<file path="config.mk">
export PLATFORM = sky130hd
export DESIGN_NAME = ddc_chain
export DESIGN_NICKNAME = d
export VERILOG_FILES = /design/src/rtl/ddc_pkg.sv /design/src/rtl/ddc_nco_mixer.sv /design/src/rtl/ddc_cic_decim.sv /design/src/rtl/ddc_fir_decim4.sv /design/src/rtl/ddc_chain.sv
export SDC_FILE = /design/constraint.sdc
export NUM_CORES = 2
export LEC_CHECK = 0
export ABC_CLOCK_PERIOD_IN_PS = 11500
export BUFFER_PORTS_ARGS = -buffer_cell sky130_fd_sc_hd__buf_2
export CAP_MARGIN = 25
export CELL_PAD_IN_SITES_DETAIL_PLACEMENT = 0
export CELL_PAD_IN_SITES_GLOBAL_PLACEMENT = 1
export CORE_MARGIN = 2
export CORE_UTILIZATION = 52
export CTS_CLUSTER_DIAMETER = 100
export DETAILED_ROUTE_END_ITERATION = 6
export PLACE_DENSITY_LB_ADDON = 0.3
export SLEW_MARGIN = 25
export SYNTH_ARGS = -nofsm -noshare
export SYNTH_HDL_FRONTEND = slang
export SYNTH_SLANG_ARGS = --single-unit
</file>
<file path="constraint.sdc">
create_clock -name clk -period 11.5 [get_ports clk]
set_clock_uncertainty 0.15 [all_clocks]
set_input_delay 1.15 -clock clk [delete_from_list [all_inputs] [get_ports clk]]
set_output_delay 1.15 -clock clk [all_outputs]
set_load 0.1 [all_outputs]
</file>
<file path="src/rtl/ddc_pkg.sv">
package ddc_pkg;
  localparam int LO_W      = 16;
  localparam int LO_AW     = 6;
  localparam int QN        = 1 << (LO_AW - 2);
  localparam int FIR_N     = 8;
  localparam int FIR_CW    = 8;
  localparam int FIR_SHIFT = 2;
  localparam int FIR_DEC   = 4;

  // first quadrant of a full-scale sine, QN+1 points
  function automatic logic signed [LO_W-1:0] quarter_sine(input int k);
    case (k)
      0:  return 16'sd0;
      1:  return 16'sd3212;
      2:  return 16'sd6393;
      3:  return 16'sd9512;
      4:  return 16'sd12539;
      5:  return 16'sd15446;
      6:  return 16'sd18204;
      7:  return 16'sd20787;
      8:  return 16'sd23170;
      9:  return 16'sd25329;
      10: return 16'sd27245;
      11: return 16'sd28898;
      12: return 16'sd30273;
      13: return 16'sd31356;
      14: return 16'sd32137;
      15: return 16'sd32609;
      default: return 16'sd32767;
    endcase
  endfunction

  // full-circle sine folded from the quarter table
  function automatic logic signed [LO_W-1:0] lo_sine(input logic [LO_AW-1:0] p);
    int i;
    i = int'(p[LO_AW-3:0]);
    case (p[LO_AW-1:LO_AW-2])
      2'd0:    return quarter_sine(i);
      2'd1:    return quarter_sine(QN - i);
      2'd2:    return -quarter_sine(i);
      default: return -quarter_sine(QN - i);
    endcase
  endfunction

  // symmetric droop-correcting lowpass, DC sum 64
  function automatic logic signed [FIR_CW-1:0] fir_coef(input int k);
    case (k)
      0, 7:    return -8'sd2;
      1, 6:    return -8'sd4;
      2, 5:    return 8'sd10;
      default: return 8'sd28;
    endcase
  endfunction
endpackage

</file>
<file path="src/rtl/ddc_nco_mixer.sv">
module ddc_nco_mixer
  import ddc_pkg::*;
#(
  parameter int IN_W    = 12,
  parameter int PHASE_W = 32,
  parameter int MIX_W   = 13
) (
  input  logic                      clk,
  input  logic                      rst,
  input  logic                      in_valid,
  input  logic signed [IN_W-1:0]    in_data,
  input  logic [PHASE_W-1:0]        step,
  output logic                      mix_valid,
  output logic signed [MIX_W-1:0]   mix_i,
  output logic signed [MIX_W-1:0]   mix_q
);
  localparam int PW = IN_W + LO_W;

  logic [PHASE_W-1:0]      phase;
  logic [LO_AW-1:0]        lo_idx;
  logic signed [LO_W-1:0]  lo_cos, lo_sin;
  logic signed [PW-1:0]    prod_i, prod_q;

  assign lo_idx = phase[PHASE_W-1 -: LO_AW];

  always_comb begin
    lo_sin = lo_sine(lo_idx);
    lo_cos = lo_sine(lo_idx + LO_AW'(QN));
    prod_i = PW'(in_data) * PW'(lo_cos);
    prod_q = -(PW'(in_data) * PW'(lo_sin));
  end

  always_ff @(posedge clk) begin
    if (rst) begin
      phase     <= '0;
      mix_valid <= 1'b0;
      mix_i     <= '0;
      mix_q     <= '0;
    end else begin
      mix_valid <= in_valid;
      if (in_valid) begin
        phase <= phase + step;
        mix_i <= MIX_W'(prod_i >>> (LO_W - 1));
        mix_q <= MIX_W'(prod_q >>> (LO_W - 1));
      end
    end
  end

  assert_idle_phase_hold_R9: assert property (@(posedge clk) disable iff (rst)
    !in_valid |=> $stable(phase));
endmodule

</file>
<file path="src/rtl/ddc_cic_decim.sv">
module ddc_cic_decim #(
  parameter int W_IN    = 13,
  parameter int N       = 4,
  parameter int SEL_W   = 3,
  parameter int SEL_MAX = 6
) (
  input  logic                    clk,
  input  logic                    rst,
  input  logic                    clr,
  input  logic [SEL_W-1:0]        sel,
  input  logic                    in_v,
  input  logic signed [W_IN-1:0]  in_d,
  output logic                    out_v,
  output logic signed [W_IN-1:0]  out_d
);
  localparam int CW   = W_IN + N * SEL_MAX;
  localparam int SH_W = 8;

  logic signed [CW-1:0] integ [N];
  logic signed [CW-1:0] dly   [N];
  logic signed [CW-1:0] cch   [N+1];
  logic [SEL_MAX-1:0]   cnt, dmask;
  logic [SH_W-1:0]      shamt;
  logic                 tick;

  assign dmask = ~({SEL_MAX{1'b1}} << sel);
  assign tick  = (cnt == dmask);
  assign shamt = SH_W'(sel) * SH_W'(N);

  always_comb begin
    cch[0] = integ[N-1];
    for (int k = 0; k < N; k++) cch[k+1] = cch[k] - dly[k];
  end

  // integrators, registered in cascade, wrapping modulo 2^CW
  always_ff @(posedge clk) begin
    if (rst || clr) begin
      for (int k = 0; k < N; k++) integ[k] <= '0;
    end else if (in_v) begin
      integ[0] <= integ[0] + CW'(in_d);
      for (int k = 1; k < N; k++) integ[k] <= integ[k] + integ[k-1];
    end
  end

  // rate counter and comb section
  always_ff @(posedge clk) begin
    if (rst || clr) begin
      cnt   <= '0;
      out_v <= 1'b0;
      out_d <= '0;
      for (int k = 0; k < N; k++) dly[k] <= '0;
    end else begin
      out_v <= 1'b0;
      if (in_v) begin
        if (tick) begin
          cnt   <= '0;
          out_v <= 1'b1;
          out_d <= W_IN'(cch[N] >>> shamt);
          for (int k = 0; k < N; k++) dly[k] <= cch[k];
        end else begin
          cnt <= cnt + 1'b1;
        end
      end
    end
  end

  assert_cic_needs_sample_R2: assert property (@(posedge clk) disable iff (rst)
    out_v |-> $past(in_v));
  assert_clear_restarts_R8: assert property (@(posedge clk) disable iff (rst)
    clr |=> (cnt == '0 && !out_v));
  assert_integrator_hold_R9: assert property (@(posedge clk) disable iff (rst)
    (!in_v && !clr) |=> $stable(integ[0]));
endmodule

</file>
<file path="src/rtl/ddc_fir_decim4.sv">
module ddc_fir_decim4
  import ddc_pkg::*;
#(
  parameter int W_IN  = 13,
  parameter int OUT_W = 16
) (
  input  logic                     clk,
  input  logic                     rst,
  input  logic                     clr,
  input  logic                     in_v,
  input  logic signed [W_IN-1:0]   in_d,
  output logic                     out_v,
  output logic signed [OUT_W-1:0]  out_d
);
  localparam int TAPS  = FIR_N;
  localparam int HALF  = TAPS / 2;
  localparam int ACC_W = W_IN + 1 + FIR_CW + $clog2(HALF) + 1;
  localparam int PH_W  = $clog2(FIR_DEC);
  localparam logic signed [ACC_W-1:0] SMAX = ACC_W'((64'sd1 <<< (OUT_W - 1)) - 1);
  localparam logic signed [ACC_W-1:0] SMIN = ACC_W'(-(64'sd1 <<< (OUT_W - 1)));
  localparam logic signed [ACC_W-1:0] HALF_LSB = ACC_W'(1 << (FIR_SHIFT - 1));

  logic signed [W_IN-1:0]  hist [TAPS-1];
  logic signed [W_IN-1:0]  win  [TAPS];
  logic signed [ACC_W-1:0] acc, shv;
  logic [PH_W-1:0]         ph;

  always_comb begin
    logic signed [ACC_W-1:0] pre;
    win[0] = in_d;
    for (int k = 1; k < TAPS; k++) win[k] = hist[k-1];
    acc = '0;
    for (int k = 0; k < HALF; k++) begin
      pre = ACC_W'(win[k]) + ACC_W'(win[TAPS-1-k]);
      acc = acc + pre * ACC_W'(fir_coef(k));
    end
    shv = (acc + HALF_LSB) >>> FIR_SHIFT;
  end

  always_ff @(posedge clk) begin
    if (rst || clr) begin
      for (int k = 0; k < TAPS-1; k++) hist[k] <= '0;
      ph    <= '0;
      out_v <= 1'b0;
      out_d <= '0;
    end else begin
      out_v <= 1'b0;
      if (in_v) begin
        hist[0] <= in_d;
        for (int k = 1; k < TAPS-1; k++) hist[k] <= hist[k-1];
        ph <= ph + 1'b1;
        if (ph == PH_W'(FIR_DEC - 1)) begin
          out_v <= 1'b1;
          if (shv > SMAX)      out_d <= SMAX[OUT_W-1:0];
          else if (shv < SMIN) out_d <= SMIN[OUT_W-1:0];
          else                 out_d <= shv[OUT_W-1:0];
        end
      end
    end
  end

  assert_output_spacing_R2: assert property (@(posedge clk) disable iff (rst)
    out_v |=> !out_v);
  assert_fir_needs_input_R2: assert property (@(posedge clk) disable iff (rst)
    out_v |-> $past(in_v));
endmodule

</file>
<file path="src/rtl/ddc_chain.sv">
module ddc_chain #(
  parameter int IN_W    = 12,
  parameter int OUT_W   = 16,
  parameter int PHASE_W = 32,
  parameter int SEL_W   = 3,
  parameter int SEL_MAX = 6,
  parameter int SEL_RST = 2,
  parameter int CIC_N   = 4
) (
  input  logic                     clk,
  input  logic                     rst,
  input  logic                     in_valid,
  input  logic signed [IN_W-1:0]   in_data,
  input  logic                     tune_wr,
  input  logic [PHASE_W-1:0]       tune_word,
  input  logic                     dec_wr,
  input  logic [SEL_W-1:0]         dec_sel,
  output logic                     out_valid,
  output logic signed [OUT_W-1:0]  out_i,
  output logic signed [OUT_W-1:0]  out_q
);
  localparam int MIX_W = IN_W + 1;

  logic [PHASE_W-1:0]      tw_q;
  logic [SEL_W-1:0]        sel_q;
  logic                    mix_v;
  logic signed [MIX_W-1:0] mix_d [2];
  logic                    cic_v [2];
  logic signed [MIX_W-1:0] cic_d [2];
  logic                    fir_v [2];
  logic signed [OUT_W-1:0] fir_d [2];

  always_ff @(posedge clk) begin
    if (rst) begin
      tw_q  <= '0;
      sel_q <= SEL_W'(SEL_RST);
    end else begin
      if (tune_wr) tw_q <= tune_word;
      if (dec_wr)  sel_q <= (dec_sel > SEL_W'(SEL_MAX)) ? SEL_W'(SEL_MAX) : dec_sel;
    end
  end

  ddc_nco_mixer #(.IN_W(IN_W), .PHASE_W(PHASE_W), .MIX_W(MIX_W)) u_mix (
    .clk(clk), .rst(rst), .in_valid(in_valid), .in_data(in_data), .step(tw_q),
    .mix_valid(mix_v), .mix_i(mix_d[0]), .mix_q(mix_d[1])
  );

  for (genvar r = 0; r < 2; r++) begin : g_rail
    ddc_cic_decim #(.W_IN(MIX_W), .N(CIC_N), .SEL_W(SEL_W), .SEL_MAX(SEL_MAX)) u_cic (
      .clk(clk), .rst(rst), .clr(dec_wr), .sel(sel_q),
      .in_v(mix_v), .in_d(mix_d[r]), .out_v(cic_v[r]), .out_d(cic_d[r])
    );
    ddc_fir_decim4 #(.W_IN(MIX_W), .OUT_W(OUT_W)) u_fir (
      .clk(clk), .rst(rst), .clr(dec_wr),
      .in_v(cic_v[r]), .in_d(cic_d[r]), .out_v(fir_v[r]), .out_d(fir_d[r])
    );
  end

  assign out_valid = fir_v[0];
  assign out_i     = fir_d[0];
  assign out_q     = fir_d[1];

  assert_rail_lockstep_R2: assert property (@(posedge clk) disable iff (rst)
    fir_v[0] == fir_v[1]);
  assert_write_flushes_output_R8: assert property (@(posedge clk) disable iff (rst)
    dec_wr |=> !out_valid);
  assert_tune_hold_R7: assert property (@(posedge clk) disable iff (rst)
    !tune_wr |=> $stable(tw_q));
endmodule

</file>
**Word level (Yosys, flattened, before mapping)**

Memories as Yosys holds them, arrays and structs flattened. A register that Yosys moved wholly into a read port is not among the register bits.
Cells that the tools add are included.

- Bits in registers: 171
- RAM bits: 774
- ROM bits: 1,920
- Input port bits: 52
- Output and inout bits: 33
- Word-level logic and storage cells: 217
- Memories kept: 14

Memories:

| memory | words | bits a word | read ports | clocked after Yosys merged registers in | write ports | RTL line | text |
|---|---|---|---|---|---|---|---|
| (no name shown) | 16 | 15 | 1 | 1 | 0 | ddc_pkg.sv:12 | `case (k)` |
| (no name shown) | 16 | 15 | 1 | 0 | 0 | ddc_pkg.sv:12 |  |
| (no name shown) | 16 | 15 | 1 | 1 | 0 | ddc_pkg.sv:12 |  |
| (no name shown) | 16 | 15 | 1 | 0 | 0 | ddc_pkg.sv:12 |  |
| (no name shown) | 16 | 15 | 1 | 0 | 0 | ddc_pkg.sv:12 |  |
| (no name shown) | 16 | 15 | 1 | 0 | 0 | ddc_pkg.sv:12 |  |
| 8 more memories | -- | -- | -- | -- | -- | -- |  |

- Add/sub/neg operators: 49
- Multiply operators: 6
- Order comparisons: 5
- Eq/ne operators: 8
- Shift operators: 3
- Mux-type cells: 71
- Bitwise gates (word level): 32
- Reduce and logical (&&, ||, !) cells: 12

Operators by type and width:

| cell | number |
|---|---|
| 37-bit 2-to-1 mux | 16 |
| 37-bit subtractor | 8 |
| 37-bit adder | 6 |
| 16-bit 2-to-1 mux | 12 |
| 13-bit 2-to-1 mux | 14 |
| 25-bit adder | 6 |
| 13-bit by 13-bit adder with 14-bit output | 8 |
| 16-bit one-hot mux with 3 select lines | 2 |
| 37-bit by 13-bit adder with 37-bit output | 2 |
| 37-bit by 5-bit >>> shifter with 13-bit output | 2 |
| 16-bit negation | 4 |
| 28-bit logical NOT | 2 |
| 12-bit by 16-bit multiplier with 28-bit output | 2 |
| 25-bit by 3-bit adder with 25-bit output, second input constant | 2 |
| 25-bit by 4-bit multiplier with 23-bit output, second input constant | 2 |
| 25-bit by 4-bit multiplier with 24-bit output, second input constant | 2 |
| 24-bit negation | 2 |
| 23-bit by 16-bit greater-than comparator with 1-bit output, second input constant | 2 |
| 23-bit by 16-bit less-than comparator with 1-bit output, second input constant | 2 |
| 23-bit negation | 2 |
| 32-bit adder | 1 |
| 1-bit bitwise OR | 30 |
| 28-bit negation | 1 |
| 1-bit 2-to-1 mux | 20 |
| 19 further kinds | 36 |

**Depth between registers and ports, before layout**

An unclocked memory read counts as a cell.

- Word-level depth: 10
- Gate-level depth with buffers: 47
- Gate-level depth less buffers: 47

**Modules after synthesis**

A second synthesis with hierarchy kept.

- Cell total of the unflattened synthesis: 10,376
- Area total of the unflattened synthesis: 95,192.5 µm²

By module, submodules not included:

| module | times used | cells each | area each (µm²) | sequential area each (µm²) |
|---|---|---|---|---|
| ddc_cic_decim at g_rail[0].u_cic | 1 | 2,805 | 26,018.7 | 9,288.9 |
| ddc_cic_decim at g_rail[1].u_cic | 1 | 2,787 | 25,847.3 | 9,288.9 |
| ddc_fir_decim4 | 2 | 1,153 | 10,984.3 | 3,113.0 |
| ddc_nco_mixer | 1 | 2,363 | 20,078.0 | 1,481.4 |
| ddc_chain | 1 | 115 | 1,280.0 | 700.7 |

**Worst setup path after synthesis**

OpenSTA, ideal clock, no wires.

- Path kind: reg-to-reg
- Start point: register u_mix.phase[26]
- End point: register u_mix.mix_q[12]
- Setup time: 0.140 ns
- Data arrival time: 9.463 ns
- Required time: 11.210 ns
- Path slack: 1.748 ns
- Stages on the path, launching flop included: 41
- Buffers on the path: 2
- Period minus slack after synthesis: 9.752 ns
- Cell sequence: dfxtp_1 -> buf_2 -> inv_1 -> ha_1 -> ha_1 -> inv_1 -> o32a_1 -> nor2_1 -> ha_1 -> o311a_1 -> nand4_1 -> or2_2 -> nor3_1 -> nand2_1 -> nand3_1 -> o21ai_0 -> a211oi_1 -> clkbuf_1 -> [... 5 more ...] -> fa_1 -> inv_1 -> fa_1 -> ha_1 -> ha_1 -> a21o_1 -> a21o_1 -> a21oi_1 -> o2111ai_1 -> a41oi_1 -> o21ai_1 -> a221oi_1 -> nor2b_1 -> a311oi_1 -> nor2b_1 -> nor2_1 -> xnor2_1 -> a211oi_2

- Word-level cells in the longest chain between the ends: 8
- Elaborated cells between the ends (all ways): 11
- Those cells by class: 3 x add/sub; 1 x mul; 4 x mux; 1 x reduce/logical; 2 x memory

RTL lines:

| item | RTL line | text |
|---|---|---|
| from (decl) | ddc_nco_mixer.sv:19 | `logic [PHASE_W-1:0] phase;` |
| from (signal assigned) | ddc_nco_mixer.sv:42 | `phase <= phase + step;` |
| 5-bit by 4-bit subtractor with 6-bit output (*) | ddc_pkg.sv:39, ddc_pkg.sv:41 |  |
| memory 16 x 15 bit or 28-bit logical NOT (tied branches) | -- |  |
| 16-bit 2-to-1 mux | ddc_pkg.sv:12 |  |
| 16-bit 2-to-1 mux | ddc_pkg.sv:37 | `case (p[LO_AW-1:LO_AW-2])` |
| 16-bit negation | ddc_pkg.sv:41 | `default: return -quarter_sine(QN - i);` |
| 16-bit one-hot mux with 3 select lines (*) | ddc_pkg.sv:37 |  |
| 12-bit by 16-bit multiplier with 28-bit output (*) | ddc_nco_mixer.sv:30 | `prod_q = -(PW'(in_data) * PW'(lo_sin));` |
| 28-bit negation (*) | ddc_nco_mixer.sv:30 |  |
| to (signal assigned) | ddc_nco_mixer.sv:44 | `mix_q <= MIX_W'(prod_q >>> (LO_W - 1));` |
| to (decl) | ddc_nco_mixer.sv:15 | `output logic signed [MIX_W-1:0] mix_q` |

Mark *: on every way between the ends. The rest lies on a longest branch, timed or not. The select of a mux whose other input is x is not followed.
A chain may end at the register's enable or synchronous reset.

**Worst setup path in the final report**

- Start point: register u_mix.phase[28]
- End point: register u_mix.mix_q[12]

The elaborated chain is that of the path after synthesis.

==> results.yml <==
outcome:
  outcome: "finished, final reports clean"
routing:
  ant_nets: 0
  vias: 72600
  firstDrtPassIters: 6
  via_per_inst: 5.72
  drt-total-wl_um: 224000
  drc: 0
  wl_per_cell_um: 17.6
  drtIter0Drc: 4491
cells_and_area:
  nets: 11800
  syn_to_final_growth_pct: 7.10
  drive_gt1_share_pct: 4.66
  final_cells: 12700
sta:
  setup_violations: 0
  timing.fmax_mhz: 93.9
  rsz0062_at_grt: "no"
  setup_tns_ns: 0
  period_share_pct: 92.6
  worst_slew_pin_slew_ns: 1.08
  slew_headroom_pct: 28.2
  final_hold_viol_count: 0
  finalWorstPathRequiredPeriod_ns: 10.65
  slew_violations: 0
logic_synthesis:
  async_flop_share_pct: 0
  synth_ff_type: "edfxtp_1"
  yosys-top-cells-area: "edfxtp_1 25%, ha_1 14%, fa_1 10%"
  yosysMostFrequentCell: "inv_1"
  synth-edff-count: 774
  syn_inst: 10300
  syn_area_sq_um: 93800
  syn_nets: 11800
  synthTopCellsByCount: "1104 x inv_1, 1039 x ha_1, 867 x nor2_1"
  ys_ff_latch: 960
  seq_area_frac_synth_pct: 28.7
  syn_area_per_cell_sq_um: 9.14
  synthDistinctLibCells: 102
  yosys_warnings: 0
  synth_top_area_cell: "edfxtp_1"
  synth_top_area_share_pct: 24.8
setup_path:
  crit_start: "u_mix.phase[28]"
  r2r_start: "u_mix.phase[28]"
  cp.depth: 40
  path_delay_family: "compound AO/OA/AOI/OAI gates"
  crit_fanout: 21
  critPathSlowestCell: "a2111oi_0"
  critPathBufInv: 6
  reg2reg_depth: 40
  r2r-end: "u_mix.mix_q[12]"
  crit_path_max_incr_delay_ns: 0.56
  critical_path_arrival_ns: 11.20
  worstSetupPathType: "reg2reg"
  critPathMostFrequentCell: "fa_1"
  regToRegSetupSlack_ns: 0.85
  required_ns: 12.05
  cp-start-kind: "flop"
  worstSetupEndpointType: "flop"
floorplanning:
  dieWidth_um: 429
  rows: 155
  core_area_sq_um: 179000
  top_level_ports: 85
  die_y_um: 429
  start_util_pct: 52.5
  die_area_sq_um: 184000
grt:
  grt_usage_pct: 24.2
  overflow: 0
  grt_pass1_wl_um: 370000
  grt_pass1_vias: 71700
  grt_max_degree: 149
  antenna_found_initial: 2
worst_hold_path:
  hold_depth: 2
  min_from: "g_rail[0].u_fir.out_d[15]"
  worstHoldPathType: "reg2reg"
  holdPathEnd: "g_rail[0].u_fir.out_d[15]"
cts:
  clockBufferDepth: 3
  post_cts_buffers: 0
  cts_buffers: 116
  cts_tree: "yes"
  clock_sink_count: 960
  cts.clk_slew.worst_paths_ns: 0.06
  worst_skew_pair.late_latency_ns: 0.78
  htreeDepth: 3
  hold_buffers: 0
  root_buffer: "clkbuf_16"
place:
  io_buffer_count: 84
  hpwlAfterDp_um: 171000
  globalplace.congestion: 0.895
  dp.cells: 12500
power:
  p_leak_nw: 45.6
  vdd_drop_max_v: 0.000586
  total_power_mw: 30.9
  power_density_nw_per_um2: 308
run:
  cap_violations: 0
-- cell type report --
| cell class | instances | area, sq um |
|---|---|---|
| Fill cell | 16000 | 78300 |
| Multi-Input combinational cell | 7893 | 61500 |
| Sequential cell | 960 | 27000 |
| Inverter | 1110 | 4190 |
| Clock buffer | 164 | 3380 |
| Tap cell | 2355 | 2950 |
| Timing Repair Buffer | 157 | 1000 |
| Clock inverter | 51 | 425 |
| Antenna cell | 2 | 5.00 |
-- cells in the final DEF, fill, tap and decap left out, drive strengths merged, types with 49 or more instances in the layout --
cell type | netlist | routed
nor2 | 868 | 868
o21ai | 446 | 446
mux2i | 94 | 94
or3 | 59 | 59
dfxtp | 186 | 186
nor2b | 111 | 111
clkbuf | 263 | 164
o31ai | 52 | 52
a21o | 295 | 295
o21bai | 110 | 110
o211ai | 49 | 49
nand2b | 119 | 119
o21a | 125 | 125
inv | 1105 | 1108
a21oi | 745 | 745
nand2 | 709 | 709
xor2 | 304 | 304
fa | 487 | 487
a211oi | 108 | 108
edfxtp | 774 | 774
nand4 | 49 | 49
and3 | 235 | 235
ha | 1039 | 1039
xnor2 | 478 | 478
buf | 42 | 157
nand3 | 136 | 136
a31oi | 74 | 74
and2 | 445 | 445
nor3 | 201 | 201
-- tightest hold or removal path, cell delays in order (launching register included) --
cell	delay [ns]
dfxtp_1	0.31
nand2_1	0.05
a21oi_1	0.06
-- through the flow --
step / setup WS (ns) / utilization [%] / cell area, sq um / hold slack [ns]
floorplan: 1.75 / - / 93800 / 0.296
global placement: 0.633 / 54.0 / 96600 / 0.304
detailed placement: 0.527 / 54.0 / 96600 / 0.312
CTS: 0.497 / 56.2 / 100000 / 0.329
global route: 0.0332 / 56.2 / 100000 / 0.341
finish: 0.850 / 56.2 / 100000 / 0.320
-- per-layer routing --
layer / wire length, um / part of all wire [%] / global-route usage [%] / up-vias
met3: 9620 / 4.3 / 2.70 / 295
li1: - / - / - / 35900
met1: 106000 / 47 / 33.9 / 34900
met5: 0 / 0 / 0 / -
met2: 102000 / 46 / 39.7 / 1443
met4: 5810 / 2.6 / 6.29 / 0
-- sequential cells by signal (all words and copies together), names as in the netlist, named ones only --
name                flops
u_mix.mix_i            13
sel_q                   3
g_rail.u_fir.hist     182
g_rail.u_fir.out_d     32
g_rail.u_fir.ph         4
g_rail.u_cic.out_v      2
g_rail.u_fir.out_v      1
tw_q                   32
g_rail.u_cic.cnt       12
g_rail.u_cic.dly      296
u_mix.phase            32
g_rail.u_cic.out_d     26
u_mix.mix_valid         1
g_rail.u_cic.integ    296
u_mix.mix_q            13
-- worst max path at each step --
| stage | endpoint | slack (ns) |
|---|---|---|
| 6_report | u_mix.mix_q[12] | 0.85 |
| 4_1_cts | u_mix.mix_q[12] | 0.50 |
| 3_3_place_gp | u_mix.mix_q[12] | 0.63 |
| 5_1_grt | g_rail[1].u_cic.out_d[11] | 0.03 |
| 3_5_place_dp | u_mix.mix_q[12] | 0.53 |
| 2_1_floorplan | u_mix.mix_q[12] | 1.75 |
-- repair_timing --
item / 4_1_cts / 5_1_grt
resized for setup: 0 / 3
endpoints found under the hold margin: 0 / 0
endpoints found under the setup margin: 0 / 3
-- power breakdown --
part	internal [mW]	switching [mW]
logic	9.94	13.2
clock network	2.09	1.59
registers	3.98	0.138
-- cell families (layout without fill, tap and decap cells) --
kind of cell	after synthesis	count (layout)	share of synthesized area (%)
xor gates and xnor gates	786	786	7.40
muxes	119	119	1.45
and+or+nand+nor	3095	3095	16.2
other	0	2	0
AOI/OAI and AO/OA	2367	2367	16.2
adders and majority gates	1526	1526	24.2
buffers and inverters	1415	1482	5.71
DFF	960	960	28.7
(Power assumes the default switching activity.)
